`src/rtl/ucode_dp_pkg.sv`:
```
package ucode_dp_pkg;
    localparam int unsigned FIELD_W = 3;
    localparam int unsigned ACC_W   = 16;
    localparam int unsigned ADR_W   = 12;

    localparam logic [FIELD_W-1:0] OPA_ADD      = 3'd1;
    localparam logic [FIELD_W-1:0] OPA_DATA2ADR = 3'd5;
    localparam logic [FIELD_W-1:0] OPA_PC2ADR   = 3'd6;
    localparam logic [FIELD_W-1:0] OPB_AND      = 3'd3;

    typedef enum logic [1:0] {
        ACC_HOLD,
        ACC_SUM,
        ACC_AND
    } acc_src_e;

    typedef enum logic [1:0] {
        ADR_HOLD,
        ADR_FROM_DATA,
        ADR_FROM_PC
    } adr_src_e;
endpackage

```
`src/rtl/ucode_field_decoder.sv`:
```
module ucode_field_decoder #(
    parameter int unsigned CODE_W = 3,
    localparam int unsigned LINES = 1 << CODE_W
) (
    input  logic [CODE_W-1:0] code,
    output logic [LINES-1:0]  lines
);
    always_comb begin
        for (int i = 0; i < LINES; i++) begin
            lines[i] = (code == CODE_W'(i));
        end
    end
endmodule

```
`src/rtl/ucode_alu.sv`:
```
module ucode_alu #(
    parameter int unsigned W = 16
) (
    input  logic [W-1:0] opnd_x,
    input  logic [W-1:0] opnd_y,
    output logic [W-1:0] sum,
    output logic [W-1:0] conj
);
    always_comb begin
        sum  = opnd_x + opnd_y;
        conj = opnd_x & opnd_y;
    end
endmodule

```
`src/rtl/ucode_field_dp.sv`:
```
module ucode_field_dp
    import ucode_dp_pkg::*;
#(
    parameter int unsigned FW = FIELD_W,
    parameter int unsigned AW = ACC_W,
    parameter int unsigned RW = ADR_W,
    localparam int unsigned NL = 1 << FW
) (
    input  logic          clk,
    input  logic          rst,
    input  logic [FW-1:0] mop_a,
    input  logic [FW-1:0] mop_b,
    input  logic [FW-1:0] mop_c,
    input  logic          data_ld,
    input  logic [AW-1:0] data_in,
    input  logic          pc_ld,
    input  logic [RW-1:0] pc_in,
    output logic [AW-1:0] acc_out,
    output logic [RW-1:0] adr_out
);
    logic [NL-1:0] a_lines, b_lines, c_lines;
    logic [AW-1:0] acc_q, data_q, alu_sum, alu_conj;
    logic [RW-1:0] adr_q, pc_q;
    logic          c_decoded;
    acc_src_e      acc_src;
    adr_src_e      adr_src;

    ucode_field_decoder #(.CODE_W(FW)) u_dec_a (.code(mop_a), .lines(a_lines));
    ucode_field_decoder #(.CODE_W(FW)) u_dec_b (.code(mop_b), .lines(b_lines));
    ucode_field_decoder #(.CODE_W(FW)) u_dec_c (.code(mop_c), .lines(c_lines));

    ucode_alu #(.W(AW)) u_alu (
        .opnd_x(acc_q),
        .opnd_y(data_q),
        .sum   (alu_sum),
        .conj  (alu_conj)
    );

    // Third field: decoded for a well-formed code, but no line drives a transfer.
    assign c_decoded = |c_lines;

    // Accumulator source; the first field wins over the second.
    always_comb begin
        if (c_decoded && a_lines[OPA_ADD])
            acc_src = ACC_SUM;
        else if (c_decoded && b_lines[OPB_AND])
            acc_src = ACC_AND;
        else
            acc_src = ACC_HOLD;
    end

    // Address-register source; only the first field addresses it.
    always_comb begin
        if (c_decoded && a_lines[OPA_DATA2ADR])
            adr_src = ADR_FROM_DATA;
        else if (c_decoded && a_lines[OPA_PC2ADR])
            adr_src = ADR_FROM_PC;
        else
            adr_src = ADR_HOLD;
    end

    // Register process.
    always_ff @(posedge clk) begin
        if (rst) begin
            acc_q  <= '0;
            adr_q  <= '0;
            data_q <= '0;
            pc_q   <= '0;
        end else begin
            unique case (acc_src)
                ACC_SUM:  acc_q <= alu_sum;
                ACC_AND:  acc_q <= alu_conj;
                default:  acc_q <= acc_q;
            endcase
            unique case (adr_src)
                ADR_FROM_DATA: adr_q <= data_q[RW-1:0];
                ADR_FROM_PC:   adr_q <= pc_q;
                default:       adr_q <= adr_q;
            endcase
            if (data_ld) data_q <= data_in;
            if (pc_ld)   pc_q   <= pc_in;
        end
    end

    // Output process.
    always_comb begin
        acc_out = acc_q;
        adr_out = adr_q;
    end
endmodule

```
`config.mk`:
```
export PLATFORM = sky130hd
export DESIGN_NAME = ucode_field_dp
export DESIGN_NICKNAME = d
export VERILOG_FILES = /design/src/rtl/ucode_dp_pkg.sv /design/src/rtl/ucode_field_decoder.sv /design/src/rtl/ucode_alu.sv /design/src/rtl/ucode_field_dp.sv
export SDC_FILE = /design/constraint.sdc
export NUM_CORES = 1
export LEC_CHECK = 0
export BUFFER_PORTS_ARGS = -buffer_cell sky130_fd_sc_hd__buf_2
export CORE_UTILIZATION = 58
export DETAILED_ROUTE_END_ITERATION = 12
export MAX_ROUTING_LAYER = met4
export PLACE_DENSITY_LB_ADDON = 0.3
export SLEW_MARGIN = 25
export SYNTH_ARGS = -nofsm -noshare
export SYNTH_HDL_FRONTEND = slang
export SYNTH_SLANG_ARGS = --single-unit
```
`constraint.sdc`:
```
create_clock -name clk -period 3.21 [get_ports clk]
set_input_delay 0 -clock clk [delete_from_list [all_inputs] [get_ports clk]]
set_output_delay 0 -clock clk [all_outputs]
set_load 0.03 [all_outputs]
```
==> Flow_metrics.wiki, run 1 <==
{| class="wikitable"
! Metric !! Value
|-
| Full die area || 5349 µm²
|-
| Worst setup SP type || flip-flop
|-
| Die span in x || 73.14 µm
|-
| Number of input and output port buffers inserted || 65
|-
| Smallest hold slack || 0.08297 ns
|-
| Clk buf depth || 2
|-
| Effective utilization at floorplan || 0.6133
|-
| Total standard cell area after synthesis || 2935 µm²
|-
| Crit Path Category || flip-flop to flip-flop
|-
| Post-detailed-routing wire length || 7333 µm
|-
| Yosys Warn Count || 0
|-
| Timing-limited maximum frequency || 445.1 MHz
|-
| Worst Setup SP || data_q[3]
|-
| Worst IR Drop VDD || 0.3326 mV
|-
| Share of post-route cells with drive strength above 1 || 0.1991
|-
| Cell at the root of the clock tree || clkbuf_8
|-
| Quantity of gates resized following cts || 0
|-
| Clk pwr share || 0.273
|-
| Area growth, synth to finish || 24.68%
|-
| Total cell area at the placement stage || 3281 µm²
|-
| Origin of the critical flop-to-flop path || data_q[3]
|-
| Number of hold-slack violations in the final timing report || 0
|-
| H-tree depth || 2
|-
| Layout Cells excl Fill || 494
|-
| WP data required || 3.42 ns
|-
| Number of nets in the synthesized netlist || 400
|-
| Global-route wire length before repair || 11760 µm
|-
| Antenna diode instance count || 0
|-
| Post-layout net count || 484
|-
| Worst Hold Launch || mop_a[2]
|-
| Switching pwr || 0.0004123 W
|-
| Std-Cell Core Area || 4786 µm²
|-
| PnR Total Power || 0.001416 W
|-
| Count of flip-flops with a built-in enable after synthesis || 0
|-
| Cell internal pwr || 0.001004 W
|-
| Number of violations of the max-capacitance limit || 0
|-
| Dpl hpwl || 4857 µm
|-
| Hold crit path type || input port to flip-flop
|-
| Maximum number of pins on one net before global-route repair || 38
|-
| Switching share of total power || 0.2912
|-
| #FFs+latches synth || 56
|-
| Combinational cell fraction of total power || 0.193
|-
| Post-synthesis average cell area || 8.583 µm²
|-
| Run status || complete, no violations
|-
| Setup violation total in the final timing report || 0
|-
| Time the worst path needs with I/O delays and setup || 2.247 ns
|-
| Routability congestion estimate from global placement || 0.8917
|-
| Num ports || 69
|-
| Arrival @ worst endpoint || 2.46 ns
|-
| Initial antenna violation count || 0
|-
| Synth cell types || 40
|-
| Via count of the first global-routing pass || 2694
|-
| Vias || 2755
|-
| Placed cells || 457
|-
| Area used by sequential logic in the layout || 1121 µm²
|-
| CTS Buf Count || 5
|-
| Overflow left after global routing || 0
|-
| Chip height || 73.14 µm
|-
| Sequential fraction of the synthesis area || 0.3819
|-
| GRT Resource Usage Total || 0.2941
|-
| Clock-pin slew reported for the worst setup and hold paths after clock tree synthesis || 0.10 ns
|-
| Post-Route Setup TNS || 0 ns
|-
| # DRC || 0
|-
| Post-route standard cell area excluding fillers || 3660 µm²
|-
| Std cell rows || 25
|-
| Vias per std cell || 5.577
|-
| Share of the cycle needed by the critical path after routing || 0.6999
|-
| Final Slew Violations || 0
|-
| Setup repair after global routing missed its margin || false
|-
| Worst Path Max Fanout || 4
|-
| Post-synthesis instance total || 342
|-
| Slew of the pin with the lowest slew margin || 0.8759 ns
|-
| Area taken by multi-input logic gates || 1713 µm²
|-
| First drt pass iteration count || 4
|-
| Clock latency on the worst-skew pair || 0.32 ns
|-
| Area contributors post-synth || dfxtp_1 38%, mux2i_1 14%, nor2_1 8.3%
|-
| Largest clock skew in the final design || 0.009478 ns
|-
| Nature of the critical path endpoint || flip-flop
|-
| Clock net sink count || 56
|-
| CTS tree || yes
|-
| Routed length per placed instance || 14.84 µm
|-
| Library cell with the largest summed area after synthesis || dfxtp_1
|-
| Async SR Flop Fraction || 0
|-
| Predominant post-synthesis flop cell || dfxtp_1
|-
| Post-DRT Antenna Nets || 0
|-
| Cell area power density || 386.9 nW/µm²
|-
| Leakage || 1.789 nW
|-
| Sequential group share of total power || 0.534
|-
| Worst relative slew slack || 0.4160
|-
| Number of filler instances in the final layout || 352
|-
| Initial DRC count || 96
|-
| Top-area cell type share of the netlist area || 0.3819
|}
==> final cells by class <==
type	count	area share
multi-input combinational	261	0.4680
sequential	56	0.3063
clock inverter	2	0.004444
clock buffer	6	0.01983
tap	67	0.02291
inverter	6	0.006154
timing repair buffer	96	0.1723
==> path summary, 6_finish.rpt <==
path	endpoint	slack [ns]	cells after the start
setup / recovery	acc_out[15]	0.96	8
hold / removal	acc_out[12]	0.08	3
setup reg to reg	acc_out[15]	0.96	8
hold reg to reg	adr_out[3]	0.50	2
==> cell usage in the layout, fill, tap and decap left out, drive strengths merged, types with 2 or more instances in the layout <==
cell         instances
nand2b               2
nand4                3
o21a                 2
dfxtp               56
nor2                65
a221oi               3
a21o                 3
clkinv               2
clkbuf               6
buf                 67
xnor2                4
o21ai                8
xor2                10
a31o                 2
nor3                 3
a311oi              10
nand3                4
inv                  5
nand2               39
dlygate4sd3         29
mux2i               42
a21oi               26
o21bai               4
o22ai                4
ha                  16
or2                  2
==> state kept, by name, summed over array words and instances (netlist names) <==
signal	count
adr_out	12
pc_q	12
data_q	16
acc_out	16
==> routing by layer <==
metal / wire length [µm] / up-vias / GRT usage
li1: - / 1364 / -
met1: 3108 / 1311 / 0.3145
met2: 3834 / 67 / 0.5381
met3: 251 / 13 / 0.05387
met4: 138 / 0 / 0.1046
met5: 0 / - / -
==> power by group through the flow <==
stage | logic [W] | registers, W | clock network (W)
3_3_place_gp | 0.000234 | 0.000770 | 0
5_1_grt | 0.000299 | 0.000760 | 0.000421
4_1_cts | 0.000269 | 0.000755 | 0.000395
3_5_place_dp | 0.000241 | 0.000771 | 0
2_1_floorplan | 0.000150 | 0.000790 | 0
6_report | 0.000273 | 0.000756 | 0.000387
==> critical path, cell delays in order, from the launching register on <==
cell and delay (ns):
dfxtp_1 0.41, ha_1 0.31, a21o_1 0.19, a21oi_1 0.15
o21ai_1 0.15, a21o_1 0.25, o31ai_2 0.29, xor2_1 0.10
a221oi_1 0.30
==> cell families after synthesis <==
kind of cell    share of synthesized area
xor+xnor                          0.04177
compound gates                     0.1560
mux                                0.1432
flops                              0.3819
simple gates                       0.1675
fa+ha+maj                         0.07502
buf+inv                           0.03452
==> stage by stage <==
stage            util  worst slack, ns
2_1_floorplan       -            1.051
3_3_place_gp   0.6855            1.094
3_5_place_dp   0.6855            1.046
4_1_cts        0.7647           0.9889
5_1_grt        0.7647           0.8606
6_report       0.7647           0.9632
==> Yosys cell counts (2+ instances only) <==
cell type and number:
a21o_1 3, a21oi_1 24, a21oi_2 2, a221oi_1 3, a311oi_1 10, a31o_2 2, buf_1 4, buf_2 3
clkbuf_1 11, dfxtp_1 56, ha_1 16, inv_1 3, inv_2 2, mux2i_1 42, nand2_1 39, nand2b_1 2
nand3_1 4, nand4_1 3, nor2_1 65, nor3_1 3, o21a_1 2, o21ai_0 4, o21ai_1 3, o21bai_1 4
o22ai_1 4, or2_2 2, xnor2_1 4, xor2_1 10
==> what timing repair did <==
action | in CTS | in global routing
setup buffers | 0 | 0
hold endpoints to repair | 29 | 0
hold buffers | 29 | 0
Power figures use the tool's default switching activity.
==> run 2, diff against run 1 <==
--- a/config.mk
+++ b/config.mk
@@ -6,7 +6,7 @@
 export NUM_CORES = 1
 export LEC_CHECK = 0
 export BUFFER_PORTS_ARGS = -buffer_cell sky130_fd_sc_hd__buf_2
-export CORE_UTILIZATION = 58
+export CORE_UTILIZATION = 54
 export DETAILED_ROUTE_END_ITERATION = 12
 export MAX_ROUTING_LAYER = met4
 export PLACE_DENSITY_LB_ADDON = 0.3
==> constraint.sdc (replaced) <==
create_clock -name clk -period 2.3 [get_ports clk]
set_input_delay 0 -clock clk [delete_from_list [all_inputs] [get_ports clk]]
set_output_delay 0 -clock clk [all_outputs]
set_load 0.03 [all_outputs]
==> run 2 against run 1 <==
Utilization shrank 4.8 points. Final area grew 1.3%. Via count grew 1.2%. Non-clock buffer count grew 3. Clock-buffer cell count shrank 1. Sequential power grew 40%. Clock power grew 44%. Wire length grew 3.8%. Register-to-register slack lost 0.83 ns. Critical path type unchanged. First-iteration DRC count grew 66%. Worst setup slack lost 0.83 ns.
==> Flow_metrics.wiki, run 2 (same netlist as run 1, synthesis figures left out) <==
{| class="wikitable"
! Metric !! Value
|-
| Run status || complete, no violations
|-
| Area growth, synth to finish || 26.30%
|-
| Uppermost layer routed || met4
|-
| Chip height || 75.73 µm
|-
| Number of violations of the max-capacitance limit || 0
|-
| WP data required || 2.48 ns
|-
| Via count of the first global-routing pass || 2569
|-
| Post-layout net count || 487
|-
| Maximum number of pins on one net before global-route repair || 34
|-
| CTS tree || yes
|-
| # DRC || 0
|-
| Antenna diode instance count || 0
|-
| Dpl hpwl || 5142 µm
|-
| Leading cell types in the layout, fill and taps excluded || 65 x nor2_1, 65 x buf_2, 55 x dfxtp_1, 42 x mux2i_1, 39 x nand2_1
|-
| First drt pass iteration count || 4
|-
| Sequential group share of total power || 0.528
|-
| Vias per std cell || 5.574
|-
| Num ports || 69
|-
| Initial antenna violation count || 0
|-
| Clock latency on the worst-skew pair || 0.31 ns
|-
| Effective utilization at floorplan || 0.5675
|-
| Number of input and output port buffers inserted || 65
|-
| Std cell rows || 26
|-
| Crit path setup slack, layout || 0.1347 ns
|-
| Share of the cycle needed by the critical path after routing || 0.9414
|-
| Largest clock skew in the final design || 0.006632 ns
|-
| Number of filler instances in the final layout || 431
|-
| Cell internal pwr || 0.001405 W
|-
| PnR Total Power || 0.002002 W
|-
| Vias || 2787
|-
| Number of hold-slack violations in the final timing report || 0
|-
| Routability congestion estimate from global placement || 0.9588
|-
| Worst IR Drop VDD || 0.4258 mV
|-
| Metal2 WL || 3857 µm
|-
| Combinational cell fraction of total power || 0.194
|-
| Initial DRC count || 159
|-
| Global-route wire length before repair || 11460 µm
|-
| Cell with the largest stage delay on the worst path || fa_1
|-
| Worst setup SP type || flip-flop
|-
| Std-Cell Core Area || 5172 µm²
|-
| Clk buf depth || 2
|-
| Delay contributed by the slowest stage of the critical path || 0.43 ns
|-
| Die span in x || 75.73 µm
|-
| H-tree depth || 2
|-
| Met1 routed wirelength after detailed routing || 3172 µm
|-
| Crit Path Category || flip-flop to flip-flop
|-
| Setup violation total in the final timing report || 0
|-
| Switching pwr || 0.0005972 W
|-
| Full die area || 5734 µm²
|-
| Share of post-route cells with drive strength above 1 || 0.2140
|-
| Cell at the root of the clock tree || clkbuf_8
|-
| Time the worst path needs with I/O delays and setup || 2.165 ns
|-
| Clk pwr share || 0.279
|-
| Arrival @ worst endpoint || 2.34 ns
|-
| GRT Resource Usage Total || 0.2776
|-
| Switching share of total power || 0.2983
|-
| Leakage || 1.808 nW
|-
| Worst slack after detailed placement || 0.1194 ns
|-
| Buffers and inverters on the worst path || 0
|-
| Overflow left after global routing || 0
|-
| Cell breakdown of the critical path || ha_1, fa_1, a21oi_2, o21ai_2, nand4_1, nand2_1, a221oi_2, xor2_1, a21oi_1
|-
| Worst Path Max Fanout || 3
|-
| Clock net sink count || 56
|-
| Crit path max-delay family || adder cells
|-
| Cell area power density || 540.1 nW/µm²
|-
| Routed length per placed instance || 15.22 µm
|-
| Hold crit path type || input port to flip-flop
|-
| Slew of the pin with the lowest slew margin || 0.8738 ns
|-
| Setup repair after global routing missed its margin || true
|-
| Worst relative slew slack || 0.4175
|-
| Nature of the critical path endpoint || flip-flop
|-
| Final Slew Violations || 0
|-
| Post-detailed-routing wire length || 7609 µm
|-
| Timing-limited maximum frequency || 461.8 MHz
|-
| WL met3 || 361 µm
|-
| CTS Buf Count || 5
|-
| Post-DRT Antenna Nets || 0
|-
| Clock-pin slew reported for the worst setup and hold paths after clock tree synthesis || 0.11 ns
|}
-- run 2: area by class of cell --
| cell class | instances | area [µm²] | area share |
|---|---|---|---|
| clock buffer | 5 | 68.82 | 0.01856 |
| clock inverter | 3 | 21.27 | 0.005737 |
| inverter | 6 | 22.52 | 0.006075 |
| multi-input combinational | 261 | 1732 | 0.4671 |
| sequential | 56 | 1122 | 0.3027 |
| tap | 70 | 87.58 | 0.02362 |
| timing repair buffer | 99 | 653.1 | 0.1762 |
-- run 2: stage by stage --
stage          TNS (ns)    util  cells  cell area [µm²]  hold WS (ns)
2_1_floorplan         0       -    342             2935        0.1143
3_3_place_gp          0  0.6379    462             3299        0.2345
3_5_place_dp          0  0.6379    462             3299        0.2445
4_1_cts               0  0.7114    499             3680       0.08595
5_1_grt        -0.01035  0.7167    500             3707        0.1221
6_report              0  0.7167    500             3707       0.09587
-- run 2: tightest hold or removal path: stages --
cell and delay (ns):
buf_2 0.13, nor3_1 0.11, a21oi_1 0.13
-- run 2: worst paths after layout --
check | startpoint | to | slack [ns] | depth (start not counted)
worst max-delay path | acc_out[0] | acc_out[12] | 0.13 | 9
worst min-delay path | mop_a[2] | acc_out[11] | 0.1 | 3
worst max register to register | acc_out[0] | acc_out[12] | 0.13 | 9
worst min register to register | adr_out[8] | adr_out[8] | 0.50 | 2
-- run 2: timing repair --
item | CTS | global route
buffers inserted | 0 | 1
setup endpoints to repair | 0 | 3
resized for setup | 0 | 3
hold endpoints to repair | 29 | 0
hold buffers | 29 | 0
-- run 2: power groups by stage --
stage,logic (W),clock network [W],registers (W)
after floorplan,0.000209,0,0.00110
after global placement,0.000333,0,0.00107
after detailed placement,0.000341,0,0.00108
after CTS,0.000380,0.000571,0.00105
after global routing,0.000424,0.000621,0.00106
final,0.000388,0.000558,0.00106
-- run 2: per-layer routing --
metal  GRT usage  up-vias
met3     0.05423       21
met5           -        -
met2      0.4792       83
met1      0.3249     1307
met4     0.08848        0
li1            -     1376
